### config.mk
export PLATFORM = sky130hd
export DESIGN_NAME = rmw_datapath
export DESIGN_NICKNAME = d
export VERILOG_FILES = /design/src/rtl/rmw_pkg.sv /design/src/rtl/rmw_addr_map.sv /design/src/rtl/rmw_bitop.sv /design/src/rtl/rmw_alu.sv /design/src/rtl/rmw_datapath.sv
export SDC_FILE = /design/constraint.sdc
export NUM_CORES = 1
export LEC_CHECK = 0
export BUFFER_PORTS_ARGS = -buffer_cell sky130_fd_sc_hd__buf_2
export CORE_MARGIN = 3
export CORE_UTILIZATION = 53
export DETAILED_ROUTE_END_ITERATION = 12
export PLACE_DENSITY = 0.78
export SLEW_MARGIN = 20
export SYNTH_ARGS = -nofsm -noshare
export SYNTH_HDL_FRONTEND = slang
export SYNTH_HIERARCHICAL = 1
export SYNTH_SLANG_ARGS = --single-unit
### constraint.sdc
create_clock -name clk -period 3.42 [get_ports clk]
set_clock_uncertainty 0.1 [all_clocks]
set_input_delay 1.026 -clock clk [delete_from_list [all_inputs] [get_ports clk]]
set_output_delay 1.026 -clock clk [all_outputs]
set_load 0.01 [all_outputs]
### src/rtl/rmw_pkg.sv
package rmw_pkg;

  typedef enum logic [3:0] {
    OP_MOV   = 4'd0,
    OP_MOVWF = 4'd1,
    OP_ADD   = 4'd2,
    OP_SUB   = 4'd3,
    OP_AND   = 4'd4,
    OP_IOR   = 4'd5,
    OP_XOR   = 4'd6,
    OP_COM   = 4'd7,
    OP_INC   = 4'd8,
    OP_DEC   = 4'd9,
    OP_CLR   = 4'd10,
    OP_BSET  = 4'd11,
    OP_BCLR  = 4'd12,
    OP_BTOG  = 4'd13,
    OP_BANK  = 4'd14,
    OP_NOP   = 4'd15
  } rmw_op_e;

  function automatic logic op_is_bit(rmw_op_e o);
    return o inside {OP_BSET, OP_BCLR, OP_BTOG};
  endfunction

  function automatic logic op_reads_file(rmw_op_e o);
    return (o != OP_BANK) && (o != OP_NOP);
  endfunction

  function automatic logic op_forces_file(rmw_op_e o);
    return op_is_bit(o) || (o == OP_MOVWF);
  endfunction

endpackage

### src/rtl/rmw_addr_map.sv
module rmw_addr_map #(
  parameter int unsigned FAW = 8,
  parameter int unsigned BW  = 4,
  parameter logic [FAW-1:0] SPLIT = 8'h80,
  localparam int unsigned AW = FAW + BW
) (
  input  logic [FAW-1:0] faddr,
  input  logic           banked,
  input  logic [BW-1:0]  bank,
  output logic [AW-1:0]  addr
);
  localparam logic [BW-1:0] LOW_BANK  = '0;
  localparam logic [BW-1:0] HIGH_BANK = '1;

  always_comb begin
    if (banked)
      addr = {bank, faddr};
    else if (faddr < SPLIT)
      addr = {LOW_BANK, faddr};
    else
      addr = {HIGH_BANK, faddr};
  end
endmodule

### src/rtl/rmw_bitop.sv
module rmw_bitop
  import rmw_pkg::*;
#(
  parameter int unsigned DW = 8,
  localparam int unsigned BIW = $clog2(DW)
) (
  input  rmw_op_e        op,
  input  logic [DW-1:0]  din,
  input  logic [BIW-1:0] bit_idx,
  output logic [DW-1:0]  dout
);
  for (genvar g = 0; g < DW; g++) begin : g_bit
    logic sel;
    assign sel = (bit_idx == BIW'(g));
    always_comb begin
      unique case (op)
        OP_BSET: dout[g] = din[g] | sel;
        OP_BCLR: dout[g] = din[g] & ~sel;
        OP_BTOG: dout[g] = din[g] ^ sel;
        default: dout[g] = din[g];
      endcase
    end
  end
endmodule

### src/rtl/rmw_alu.sv
module rmw_alu
  import rmw_pkg::*;
#(
  parameter int unsigned DW = 8
) (
  input  rmw_op_e       op,
  input  logic [DW-1:0] fval,
  input  logic [DW-1:0] wval,
  input  logic [DW-1:0] bitres,
  output logic [DW-1:0] res,
  output logic          c_out,
  output logic          upd_z,
  output logic          upd_c
);
  logic [DW:0] sum;
  logic [DW:0] dif;

  assign sum = {1'b0, fval} + {1'b0, wval};
  assign dif = {1'b0, fval} - {1'b0, wval};

  always_comb begin
    res   = fval;
    c_out = 1'b0;
    upd_z = 1'b1;
    upd_c = 1'b0;
    unique case (op)
      OP_MOV:   res = fval;
      OP_MOVWF: begin res = wval; upd_z = 1'b0; end
      OP_ADD:   begin res = sum[DW-1:0]; c_out = sum[DW];  upd_c = 1'b1; end
      OP_SUB:   begin res = dif[DW-1:0]; c_out = ~dif[DW]; upd_c = 1'b1; end
      OP_AND:   res = fval & wval;
      OP_IOR:   res = fval | wval;
      OP_XOR:   res = fval ^ wval;
      OP_COM:   res = ~fval;
      OP_INC:   res = fval + DW'(1);
      OP_DEC:   res = fval - DW'(1);
      OP_CLR:   res = '0;
      OP_BSET, OP_BCLR, OP_BTOG: begin res = bitres; upd_z = 1'b0; end
      default:  upd_z = 1'b0;
    endcase
  end
endmodule

### src/rtl/rmw_datapath.sv
module rmw_datapath
  import rmw_pkg::*;
#(
  parameter int unsigned DW  = 8,
  parameter int unsigned FAW = 8,
  parameter int unsigned BW  = 4,
  parameter int unsigned OPW = 4,
  localparam int unsigned AW  = FAW + BW,
  localparam int unsigned BIW = $clog2(DW)
) (
  input  logic           clk,
  input  logic           rst,
  input  logic           start,
  input  logic [OPW-1:0] op,
  input  logic [FAW-1:0] faddr,
  input  logic           dest,
  input  logic           abank,
  input  logic [BIW-1:0] bit_idx,
  output logic [AW-1:0]  fa_out,
  output logic           rd_stb,
  input  logic [DW-1:0]  rd_data,
  output logic           wr_en,
  output logic [DW-1:0]  wr_data,
  output logic [DW-1:0]  wreg,
  output logic           zero,
  output logic           carry
);
  rmw_op_e        op_in;
  rmw_op_e        op_q;
  logic           dest_q;
  logic [BIW-1:0] bit_q;
  logic [BW-1:0]  bank_q;
  logic [AW-1:0]  addr_map;
  logic [DW-1:0]  bit_res;
  logic [DW-1:0]  alu_res;
  logic           alu_c;
  logic           alu_uz;
  logic           alu_uc;
  logic           to_file;

  assign op_in   = rmw_op_e'(op);
  assign to_file = dest_q | op_forces_file(op_q);

  rmw_addr_map #(.FAW(FAW), .BW(BW)) u_map (
    .faddr (faddr),
    .banked(abank),
    .bank  (bank_q),
    .addr  (addr_map)
  );

  rmw_bitop #(.DW(DW)) u_bit (
    .op     (op_q),
    .din    (rd_data),
    .bit_idx(bit_q),
    .dout   (bit_res)
  );

  rmw_alu #(.DW(DW)) u_alu (
    .op    (op_q),
    .fval  (rd_data),
    .wval  (wreg),
    .bitres(bit_res),
    .res   (alu_res),
    .c_out (alu_c),
    .upd_z (alu_uz),
    .upd_c (alu_uc)
  );

  always_ff @(posedge clk) begin
    if (rst) begin
      rd_stb  <= 1'b0;
      wr_en   <= 1'b0;
      wr_data <= '0;
      fa_out  <= '0;
      wreg    <= '0;
      zero    <= 1'b0;
      carry   <= 1'b0;
      bank_q  <= '0;
      op_q    <= OP_NOP;
      dest_q  <= 1'b0;
      bit_q   <= '0;
    end else begin
      wr_en <= 1'b0;
      if (rd_stb) begin
        rd_stb <= 1'b0;
        if (to_file) begin
          wr_en   <= 1'b1;
          wr_data <= alu_res;
        end else begin
          wreg <= alu_res;
        end
        if (alu_uz) zero  <= (alu_res == '0);
        if (alu_uc) carry <= alu_c;
      end else if (start) begin
        if (op_reads_file(op_in)) begin
          rd_stb <= 1'b1;
          fa_out <= addr_map;
          op_q   <= op_in;
          dest_q <= dest;
          bit_q  <= bit_idx;
        end else if (op_in == OP_BANK) begin
          bank_q <= faddr[BW-1:0];
        end
      end
    end
  end
endmodule

==> key figures <==
Cells and area
  – Final nets: 690
  – Diode count: 0
  – Fraction of layout cells with a size suffix above 1: 24.9%
  – Final Non-Filler Cells: ~720
  – Layout Utilization: between 60% and 70%
  – Area Overhead vs Synth: 18.4%
  – Fillers: 681
  – Post-route cell area: 4960 µm²

Critical path
  – CP arrival: 3.38 ns
  – Worst-case reg-to-reg path depth: 13
  – R2r endpoint: zero
  – Worst Path Required: 3.54 ns
  – Worst Setup Path Type: input port to flip-flop
  – Maximum fanout along the worst path: 5
  – FF-to-FF setup slack: 0.51 ns
  – CP Launch Type: input port
  – Reg2Reg Launch Point: op_q[1]
  – Crit. End Element: flip-flop

Placed design
  – Final GP Congestion: between 0.9 and 1
  – Placed insts: 709
  – Pre-CTS WS: -0.272 ns
  – DP HPWL: 9540 µm
  – # port buffers: just under 60
  – Placement Cell Area: slightly below 5000 µm²

CTS
  – H-tree depth: 2
  – Cts bufs inserted: 5
  – CTS tree: done
  – Clk_lat worst skew: 0.30 ns
  – Worst-path clk slew: 0.08 ns
  – CTS max path bufs: 2
  – CTS root buffer: clkbuf_8
  – Clk sinks: 44

Min path
  – Hold Crit Depth: 2
  – Endpoint, Worst Hold: fa_out[8]
  – Worst min-delay path class: flip-flop to flip-flop
  – Min-delay src: fa_out[8]

Yosys
  – Seq cells post-synth: 44
  – Synth warn: 6
  – Syn avg cell area: about 8 µm²
  – Simple-gate share of the synthesized area: 24.1%
  – Library cells used by synthesis: 63
  – Post-Synth Adder-Cell Area: 13.8%
  – Synth Area in XOR/XNOR: under 10%
  – Cell count after synthesis: 539
  – Largest family of logic cells by synthesized area: simple AND/OR/NAND/NOR gates
  – Post-Synthesis Cell Area: between 4000 and 5000 µm²
  – Post-synth top flop: dfxtp_1
  – Number of synthesized flops with an enable pin: 0
  – Compound-cell area share of the yosys netlist: 23.1%
  – Asr flop ratio synth: 0%
  – Post-synthesis mux area share: about 7%
  – Seq/Total Area, Yosys: 21.0%
  – Synthesized Nets: 612

Floorplanning
  – Die Wd: between 90 and 100 µm
  – Die area: 9010 µm²
  – FP Rows: 31
  – I/O Pins: 60
  – Initial Utilization: between 50% and 60%
  – Core area: 7450 µm²
  – Die height: 94.9 µm

GRT
  – Total GRT Usage: approximately 28%
  – GR Overflow Total: 0
  – First-pass GRT wire length: 20100 µm
  – Antenna violations before repair: 0
  – Vias in the first global route: 4206
  – Largest net degree at the start of global routing: 53

STA
  – Worst path setup slack after routing: 0.158 ns
  – RSZ-0062 raised after global routing: false
  – Tcrit/Tclk final: between 90 and 100%
  – Worst-margin pin slew: around 0.74 ns
  – Setup violations, final: 0
  – Max-slew headroom: 50.8%
  – Final hold violation count: 0
  – Max Clock Freq: 307 MHz
  – Max-slew violations: 0
  – Fin crit period: roughly 3.3 ns

Routing
  – ANT nets after route: 0
  – DRT iter0 DRCs: 322
  – # DRC: 0
  – Total Wirelength: 12300 µm
  – WL/cell: 17.1 µm
  – Detailed-route via count: 4272
  – DRT Pass-1 Iters: 5
  – Via-to-Cell Ratio: between 5 and 6

Pwr
  – Max IR drop VDD: between 0.3 and 0.4 mV
  – P per Cell Area: 310 nW/µm²
  – Leakage: 2.28 nW

Outcome
  – Status: finished, final reports clean

Job
  – Max-cap violations: 0
routing by layer:
layer  global-route usage [%]  share of wire (%)  up-vias
li1                         -                  -     2057
met1                     34.6                 43     2021
met4                     11.3                2.4        0
met5                        0                  0        -
met2                     48.4                 48      174
met3                     4.22                5.8       20
cells by family (layout without fill, tap and decap cells):
logic type | count (synthesis) | in the layout
flip-flops | 44 | 44
XOR/XNOR | 12 | 12
buffers and inverters | 77 | 156
AO/OA/AOI/OAI | 142 | 142
AND/OR/NAND/NOR | 190 | 190
adder cells (fa/ha/maj) | 45 | 45
multiplexers | 29 | 29
power by group:
group	total [W]	switching [W]	internal [W]
Sequential	0.000563	0.0000259	0.000537
Combinational	0.000634	0.000357	0.000277
Clock	0.000343	0.000178	0.000165
Total	0.00154	0.000561	0.000980
sequential cells by signal, indices dropped and copies added (netlist names):
name     count
fa_out      12
wr_data      8
wreg         8
bank_q       4
op_q         4
bit_q        3
carry        1
dest_q       1
rd_stb       1
wr_en        1
zero         1
repair_timing:
item | CTS | global route
setup buffers | 0 | 0
gates resized for setup | 0 | 9
hold buffers | 0 | 0
setup endpoints to repair | 0 | 3
cell type report:
type                       instances  area, µm²  area share [%]
clock buffer                       6       82.6            1.66
multi-input combinational        418       3030            61.0
timing repair buffer             113        701            14.1
inverter                          35        131            2.65
tap                               99        124            2.50
clock inverter                     2       13.8           0.277
sequential                        44        881            17.8
critical path, stage by stage:
cell,delay [ns]
buf_2,0.15
inv_1,0.13
buf_4,0.18
nand2b_4,0.06
nand2_1,0.05
ha_1,0.22
a41oi_1,0.24
a41oi_1,0.08
a21oi_1,0.17
xor2_1,0.15
o21ai_0,0.11
o32a_1,0.35
nor4_2,0.21
nand4_1,0.11
a21oi_1,0.13
cell usage after synthesis (all sizes together), types with 2 or more instances:
master	n	area [µm²]
or3	4	25.0
mux2i	24	240
and2	2	15.0
o211ai	2	15.0
a221o	2	20.0
xnor2	8	70.1
o21bai	5	37.5
nor3	2	10.0
a22o	5	43.8
xor2	4	35.0
dfxtp	44	881
nand3	15	90.1
o21ai	24	120
a41oi	2	17.5
a211oi	5	37.5
mux2	5	56.3
o31ai	2	15.0
nor2b	6	37.5
a22oi	4	30.0
fa	2	40.0
buf	28	169
a21oi	48	244
o22ai	9	56.3
nand3b	19	143
nor4	2	12.5
clkbuf	14	52.6
a31oi	2	12.5
inv	34	128
a221oi	7	61.3
ha	43	538
nand4	7	43.8
o32a	2	20.0
nand2b	30	203
and3	2	12.5
a21o	3	22.5
or3b	2	17.5
o221ai	7	92.6
nand2	60	225
nor2	34	128
o21a	5	37.5
worst max-delay path by stage:
stage,to,startpoint,cells after the start,slack [ns]
after global routing,zero,rd_data[1],15,0.02
after CTS,zero,rd_data[1],14,0.03
after global placement,zero,rd_data[0],12,-0.22
after floorplan,zero,rd_data[4],12,0.01
after detailed placement,zero,rd_data[1],14,-0.27
final,zero,rd_data[1],15,0.16
through the flow:
step | hold WS, ns | TNS [ns] | power (W)
after floorplan | 0.350 | 0 | 0.000974
after global placement | 0.340 | -0.660 | 0.00117
after detailed placement | 0.345 | -1.00 | 0.00119
after CTS | 0.357 | 0 | 0.00153
after global routing | 0.382 | 0 | 0.00164
final | 0.355 | 0 | 0.00154
cell usage in the layout, fill, tap and decap left out, types with 12 or more instances in the layout:
cell type  instances
nand2b_1          28
nor2_1            34
o21ai_0           14
nand3b_1          19
a21oi_1           46
nand2_1           60
ha_1              41
buf_2             59
nand3_1           12
buf_4             54
dfxtp_1           44
inv_1             34
mux2i_1           24
(Power assumes the default switching activity.)
